[config.mk]
export PLATFORM = sky130hd
export DESIGN_NAME = cfg_io_window
export DESIGN_NICKNAME = d
export VERILOG_FILES = /design/src/rtl/cfgwin_pkg.sv /design/src/rtl/cfgwin_decode.sv /design/src/rtl/cfgwin_dnaddr.sv /design/src/rtl/cfgwin_lanes.sv /design/src/rtl/cfg_io_window.sv
export SDC_FILE = /design/constraint.sdc
export NUM_CORES = 1
export LEC_CHECK = 0
export BUFFER_PORTS_ARGS = -buffer_cell sky130_fd_sc_hd__buf_2
export CORE_MARGIN = 2
export CORE_UTILIZATION = 53
export CTS_BUF_LIST = sky130_fd_sc_hd__clkbuf_4 sky130_fd_sc_hd__clkbuf_8
export CTS_CLUSTER_SIZE = 30
export DETAILED_ROUTE_END_ITERATION = 10
export GPL_TIMING_DRIVEN = 0
export PLACE_DENSITY = 0.78
export RECOVER_POWER = 25
export SYNTH_ARGS = -nofsm -noshare
export SYNTH_HDL_FRONTEND = slang
export SYNTH_SLANG_ARGS = --single-unit
export TNS_END_PERCENT = 30
[constraint.sdc]
create_clock -name clk -period 2.5 [get_ports clk]
set_clock_uncertainty 0.15 [all_clocks]
set_input_delay 0.5 -clock clk [delete_from_list [all_inputs] [get_ports clk]]
set_output_delay 0.5 -clock clk [all_outputs]
set_load 0.03 [all_outputs]
[src/rtl/cfgwin_pkg.sv]
package cfgwin_pkg;

    typedef enum logic [1:0] {
        TGT_AREG = 2'd0,
        TGT_CFG  = 2'd1,
        TGT_IO   = 2'd2,
        TGT_NONE = 2'd3
    } tgt_e;

    typedef enum logic [1:0] {
        ST_IDLE = 2'd0,
        ST_BUSY = 2'd1,
        ST_ACK  = 2'd2
    } st_e;

    localparam logic [1:0] SZ_BYTE = 2'd0;
    localparam logic [1:0] SZ_HALF = 2'd1;
    localparam logic [1:0] SZ_WORD = 2'd2;

endpackage

[src/rtl/cfgwin_decode.sv]
module cfgwin_decode
    import cfgwin_pkg::*;
#(
    parameter int OFS_W    = 12,
    parameter int NB       = 4,
    parameter int AREG_OFS = 'h064,
    parameter int CFG_OFS  = 'h068,
    parameter int IO_OFS   = 'h06C
) (
    input  logic [OFS_W-1:0] ofs,
    input  logic [1:0]       size,
    output tgt_e             tgt,
    output logic [NB-1:0]    be,
    output logic             bad_align
);
    localparam int LB = $clog2(NB);
    localparam logic [OFS_W-1:0] AREG_V = OFS_W'(AREG_OFS);
    localparam logic [OFS_W-1:0] CFG_V  = OFS_W'(CFG_OFS);
    localparam logic [OFS_W-1:0] IO_V   = OFS_W'(IO_OFS);

    logic [OFS_W-LB-1:0] word_idx;
    assign word_idx = ofs[OFS_W-1:LB];

    always_comb begin
        if (word_idx == AREG_V[OFS_W-1:LB])
            tgt = TGT_AREG;
        else if (word_idx == CFG_V[OFS_W-1:LB])
            tgt = TGT_CFG;
        else if (word_idx == IO_V[OFS_W-1:LB])
            tgt = TGT_IO;
        else
            tgt = TGT_NONE;
    end

    for (genvar i = 0; i < NB; i++) begin : g_lane
        localparam logic [LB-1:0] LANE = LB'(i);
        always_comb begin
            case (size)
                SZ_BYTE: be[i] = (ofs[LB-1:0] == LANE);
                SZ_HALF: be[i] = (ofs[LB-1:1] == LANE[LB-1:1]);
                SZ_WORD: be[i] = 1'b1;
                default: be[i] = 1'b0;
            endcase
        end
    end

    assign bad_align = (size == 2'd3) || ((size == SZ_HALF) && ofs[0]);

endmodule

[src/rtl/cfgwin_dnaddr.sv]
module cfgwin_dnaddr #(
    parameter int DW     = 32,
    parameter int CFG_W  = 24,
    parameter int PORT_W = 16
) (
    input  logic [DW-1:0] areg,
    input  logic          is_io,
    output logic [DW-1:0] addr
);
    logic [DW-1:0] cfg_addr;
    logic [DW-1:0] io_addr;

    always_comb begin
        cfg_addr             = '0;
        cfg_addr[CFG_W-1:2]  = areg[CFG_W-1:2];
        io_addr              = '0;
        io_addr[PORT_W-1:0]  = areg[PORT_W-1:0];
        addr                 = is_io ? io_addr : cfg_addr;
    end

endmodule

[src/rtl/cfgwin_lanes.sv]
module cfgwin_lanes #(
    parameter int NB = 4
) (
    input  logic [NB-1:0]   be,
    input  logic [NB*8-1:0] din,
    output logic [NB*8-1:0] dout
);
    for (genvar i = 0; i < NB; i++) begin : g_byte
        assign dout[i*8 +: 8] = be[i] ? din[i*8 +: 8] : 8'h00;
    end

endmodule

[src/rtl/cfg_io_window.sv]
module cfg_io_window
    import cfgwin_pkg::*;
#(
    parameter int OFS_W    = 12,
    parameter int DW       = 32,
    parameter int AREG_OFS = 'h064,
    parameter int CFG_OFS  = 'h068,
    parameter int IO_OFS   = 'h06C,
    parameter int CFG_W    = 24,
    parameter int PORT_W   = 16
) (
    input  logic             clk,
    input  logic             rst_n,
    input  logic             h_req,
    input  logic             h_write,
    input  logic [OFS_W-1:0] h_ofs,
    input  logic [1:0]       h_size,
    input  logic [DW-1:0]    h_wdata,
    output logic             h_ack,
    output logic [DW-1:0]    h_rdata,
    output logic             h_err,
    output logic             dn_valid,
    output logic             dn_io,
    output logic             dn_write,
    output logic [DW-1:0]    dn_addr,
    output logic [DW/8-1:0]  dn_be,
    output logic [DW-1:0]    dn_wdata,
    input  logic             dn_done,
    input  logic [DW-1:0]    dn_rdata
);
    localparam int NB = DW / 8;

    typedef struct packed {
        st_e           st;
        logic [DW-1:0] areg;
        logic          valid;
        logic          io;
        logic          write;
        logic [DW-1:0] addr;
        logic [NB-1:0] be;
        logic [DW-1:0] wdata;
        logic [DW-1:0] rdata;
        logic          err;
    } win_t;

    win_t q, d;

    tgt_e          tgt;
    logic [NB-1:0] acc_be;
    logic          bad_align;
    logic [DW-1:0] fmt_addr;
    logic [DW-1:0] lane_rdata;

    cfgwin_decode #(
        .OFS_W(OFS_W), .NB(NB), .AREG_OFS(AREG_OFS),
        .CFG_OFS(CFG_OFS), .IO_OFS(IO_OFS)
    ) u_decode (
        .ofs(h_ofs), .size(h_size), .tgt(tgt),
        .be(acc_be), .bad_align(bad_align)
    );

    cfgwin_dnaddr #(.DW(DW), .CFG_W(CFG_W), .PORT_W(PORT_W)) u_dnaddr (
        .areg(q.areg), .is_io(tgt == TGT_IO), .addr(fmt_addr)
    );

    cfgwin_lanes #(.NB(NB)) u_lanes (
        .be(q.be), .din(dn_rdata), .dout(lane_rdata)
    );

    always_comb begin
        d = q;
        case (q.st)
            ST_IDLE: begin
                if (h_req) begin
                    d.err   = 1'b0;
                    d.rdata = '0;
                    case (tgt)
                        TGT_AREG: begin
                            if (h_write) d.areg  = h_wdata;
                            else         d.rdata = q.areg;
                            d.st = ST_ACK;
                        end
                        TGT_CFG, TGT_IO: begin
                            if (bad_align) begin
                                d.err = 1'b1;
                                d.st  = ST_ACK;
                            end else begin
                                d.valid = 1'b1;
                                d.io    = (tgt == TGT_IO);
                                d.write = h_write;
                                d.addr  = fmt_addr;
                                d.be    = acc_be;
                                d.wdata = h_write ? h_wdata : '0;
                                d.st    = ST_BUSY;
                            end
                        end
                        default: begin
                            d.err = 1'b1;
                            d.st  = ST_ACK;
                        end
                    endcase
                end
            end
            ST_BUSY: begin
                if (dn_done) begin
                    d.valid = 1'b0;
                    if (!q.write) d.rdata = lane_rdata;
                    d.st = ST_ACK;
                end
            end
            default: begin
                d.st = ST_IDLE;
            end
        endcase
    end

    always_ff @(posedge clk) begin
        if (!rst_n) begin
            q <= '{st: ST_IDLE, default: '0};
        end else begin
            q <= d;
        end
    end

    assign h_ack    = (q.st == ST_ACK);
    assign h_rdata  = q.rdata;
    assign h_err    = q.err;
    assign dn_valid = q.valid;
    assign dn_io    = q.io;
    assign dn_write = q.write;
    assign dn_addr  = q.addr;
    assign dn_be    = q.be;
    assign dn_wdata = q.wdata;


    dn_hold_chk: assert property (@(posedge clk) disable iff (!rst_n)
        dn_valid && !dn_done |=> dn_valid && $stable(dn_addr) && $stable(dn_be)
                                 && $stable(dn_io) && $stable(dn_write) && $stable(dn_wdata));


    done_then_ack_chk: assert property (@(posedge clk) disable iff (!rst_n)
        dn_valid && dn_done |=> h_ack && !dn_valid);


    ack_pulse_chk: assert property (@(posedge clk) disable iff (!rst_n)
        h_ack |=> !h_ack);


    be_legal_chk: assert property (@(posedge clk) disable iff (!rst_n)
        dn_valid |-> ($countones(dn_be) == 1) || (dn_be == 4'b0011)
                     || (dn_be == 4'b1100) || (dn_be == 4'b1111));


    cfg_align_chk: assert property (@(posedge clk) disable iff (!rst_n)
        dn_valid && !dn_io |-> dn_addr[1:0] == 2'b00 && dn_addr[DW-1:CFG_W] == '0);


    err_no_cycle_chk: assert property (@(posedge clk) disable iff (!rst_n)
        h_ack && h_err |-> !dn_valid && !$past(dn_valid));


    start_from_req_chk: assert property (@(posedge clk) disable iff (!rst_n)
        $rose(dn_valid) |-> $past(h_req) && !h_ack);


    areg_write_only_chk: assert property (@(posedge clk) disable iff (!rst_n)
        !$stable(q.areg) |-> $past(h_req && h_write && tgt == TGT_AREG && q.st == ST_IDLE));

endmodule

==> flow_summary.json <==
{
  "status": "completed",
  "drive_above_1_share": 0.3002,
  "grt_setup_unrepaired": "true",
  "path_cells": "buf_2, nor4b_1, and3_1, ha_1, nand3_1, clkbuf_1, nand2_1, a21boi_0",
  "track_usage": 0.2810,
  "clk_pin_slew_ps": 70,
  "slew_viol_final": 0,
  "synth_top_area_frac": 0.4360,
  "fin_nets": 998,
  "htreeDepth": 4,
  "cts_tree": "built",
  "antenna_found_initial": 1,
  "worstHoldStart": "h_wdata[31]",
  "met3_usage": 0.07055,
  "hold_path.class": "in2reg",
  "layout_min_cycle_time_ps": 2386,
  "leakagePower_uw": 0.003167,
  "diodes": 0,
  "avgSynthCellArea_um2": 8.408,
  "fin_crit_sh": 0.9545,
  "synth-seq-cells": 130,
  "slowest_stage": "clkbuf_1",
  "core_mm2": 0.01094,
  "reg2reg_from": "q[137]",
  "required_ps": 2700,
  "clk_latency_ps": 440,
  "globalRouteMet2Util": 0.4457,
  "row_count": 38,
  "hpwl_mm": 12.63,
  "cts_max_path_buffers": 2,
  "async_flop_share": 0,
  "grtUsageMet1": 0.3692,
  "timing.rr.end": "dn_wdata[29]",
  "ios": 188,
  "setup_violations": 0,
  "syn_to_final_growth_pct": 24.52,
  "worstMarginPinSlew_ps": 641.4,
  "drt-wirelength-per-cell_um": 15.64,
  "startpoint": "h_ofs[4]",
  "cp-end-kind": "flop",
  "cp_top_family": "simple AND/OR/NAND/NOR gates",
  "numCtsBuffers": 17,
  "die_h_um": 110.1,
  "grt_pass1_wl_mm": 25.97,
  "hold_violations": 0,
  "vias_per_cell": 5.197,
  "routabilityCongestion": 0.8662,
  "cp.buffers_inverters": 2,
  "max-cap-violations": 0,
  "path_class": "in2reg",
  "grt_max_degree": 17,
  "synth.distinct_cells": 32,
  "postCtsHoldBufs": 0,
  "yosys_warnings": 0,
  "die_area_mm2": 0.01213,
  "wl_mm": 16.67,
  "ys.flop_type": "dfxtp_1",
  "finalSetupTns_ps": 0,
  "power_density_mw_per_mm2": 606.0,
  "path_max_fanout": 10,
  "switching_share": 0.2406,
  "num_vias": 5540,
  "first_iter_violations": 411,
  "peakVddDrop_mv": 0.2931,
  "holdPathEnd": "q[135]",
  "p_int_uw": 3421,
  "postCtsSetupBuffers": 0,
  "overflow": 0,
  "pre_cts_slack_ps": -393.5,
  "io_buffers": 177,
  "max_stage_delay_ps": 390,
  "hold_depth": 3,
  "synth_top_area_cell": "dfxtp_1",
  "r2r_cells": 6,
  "grt_pass1_vias": 5339,
  "top_usage_layer": "met2",
  "fin_util": 0.6797,
  "ys_seq_area_frac": 0.4360,
  "combPwrFrac": 0.094,
  "drc": 0,
  "fillers": 974,
  "ant_nets": 0,
  "seq_power_share": 0.471,
  "postSynthCellCount": 710,
  "drtPass1Iterations": 6,
  "arrival_ps": 2590,
  "synth.area.top_cells": "dfxtp_1 (44%), buf_4 (13%), a21boi_0 (9.8%)",
  "final.setup.worst_slack_ps": 113.8,
  "max_freq_mhz": 419.1,
  "synth_area_mm2": 0.005969,
  "reg2reg_slack_ps": 380,
  "relSlewSlack": 0.5708,
  "start_util": 0.5459,
  "cts_sinks": 130,
  "synth_edf_count": 0,
  "dieWidth_um": 110.1,
  "clkPwrFrac": 0.435,
  "p_sw_uw": 1084,
  "start_kind": "input port",
  "cts_root_buf": "clkbuf_8"
}
[power groups by stage]
stage               logic, µW  registers, µW  clock network, µW
finish                    424           2120               1960
global placement          422           2170                  0
CTS                       429           2120               1960
floorplan                 274           2170                  0
global route              459           2130               2060
detailed placement        427           2170                  0
[cell usage in the layout (no fill, tap or decap), drive strengths merged]
master and instances:
a21boi 94, a21oi 2, a221oi 32, a31o 1, a31oi 1, and2 1
and3 4, and4b 1, buf 242, bufinv 3, clkbuf 111, clkinv 3
clkinvlp 2, conb 8, dfxtp 130, ha 2, inv 2, mux2i 1
nand2 149, nand2b 4, nand3 37, nand3b 8, nor2 37, nor2b 4
nor3 2, nor3b 2, nor4b 2, o211a 1, o21a 1, o21ai 38
xor2 1
[worst register-to-register path, delay by kind of cell (launching register included)]
| family | cells | cell delay, ps |
|---|---|---|
| AOI/OAI and AO/OA | 1 | 120 |
| buffers and inverters | 2 | 500 |
| DFF | 1 | 310 |
| and+or+nand+nor | 3 | 920 |
[area by class of cell]
| type | count | area (µm²) | area share |
|---|---|---|---|
| tap | 140 | 175.2 | 0.02357 |
| multi-input combinational | 433 | 2381 | 0.3203 |
| sequential | 130 | 2603 | 0.3501 |
| inverter | 2 | 7.507 | 0.001010 |
| clock buffer | 24 | 317.8 | 0.04275 |
| clock inverter | 8 | 123.9 | 0.01666 |
| buffer | 152 | 1007 | 0.1355 |
| timing repair buffer | 177 | 818.3 | 0.1101 |
[worst max-delay path by stage]
stage / end / slack (ps) / cells after the start
after floorplan: dn_addr[10] / 320 / 7
after global placement: dn_addr[12] / -350 / 8
after detailed placement: dn_addr[13] / -390 / 8
after CTS: dn_wdata[29] / 70 / 8
after global routing: dn_addr[20] / -100 / 8
final: dn_wdata[15] / 110 / 8
[synthesized netlist by cell type (2+ instances only)]
cell,number
buf_2,11
nand3_1,37
nor3_1,2
nand2_1,149
a21boi_1,16
a21boi_0,78
dfxtp_1,130
inv_1,2
a221oi_1,32
nand3b_1,8
ha_1,2
nor4b_1,2
o21ai_0,38
and3_1,4
clkbuf_1,33
buf_4,104
buf_6,4
a21oi_1,2
nor2_1,37
nand2b_1,4
nor2b_1,4
[through the flow]
step                      total power [µW]  cells  area, µm²  hold slack (ps)
after floorplan                       2442    717       5996            281.1
after global placement                2591   1034       7057            289.7
after detailed placement              2597   1034       7057            296.9
after CTS                             4516   1066       7498            157.1
after global routing                  4648   1066       7433            169.4
final                                 4505   1066       7433            173.0
[flip-flops by register name, indices dropped and copies added (netlist names)]
name / cells
dn_valid: 1
h_rdata: 32
dn_wdata: 32
dn_io: 1
h_err: 1
q: 34
dn_addr: 24
dn_write: 1
dn_be: 4
[cell families (layout without fill, tap and decap cells)]
group | Yosys count | in the layout | synth area share
AO/OA/AOI/OAI | 170 | 170 | 0.2042
XOR/XNOR | 1 | 1 | 0.001467
adder cells (fa/ha/maj) | 2 | 2 | 0.004191
buffers and inverters | 154 | 363 | 0.1696
flip-flops | 130 | 130 | 0.4360
multiplexers | 1 | 1 | 0.001677
other | 1 | 8 | 0.0006282
AND/OR/NAND/NOR | 251 | 251 | 0.1824
[timing repair]
action	in CTS	in global routing
endpoints found under the setup margin	0	23
endpoints found under the hold margin	0	0
gates resized for setup	0	4
[metal layers]
metal	vias up	share of wire
li1	2704	-
met1	2551	0.44
met2	243	0.46
met3	40	0.084
met4	2	0.023
met5	-	0.00078
(Power assumes the default switching activity.)
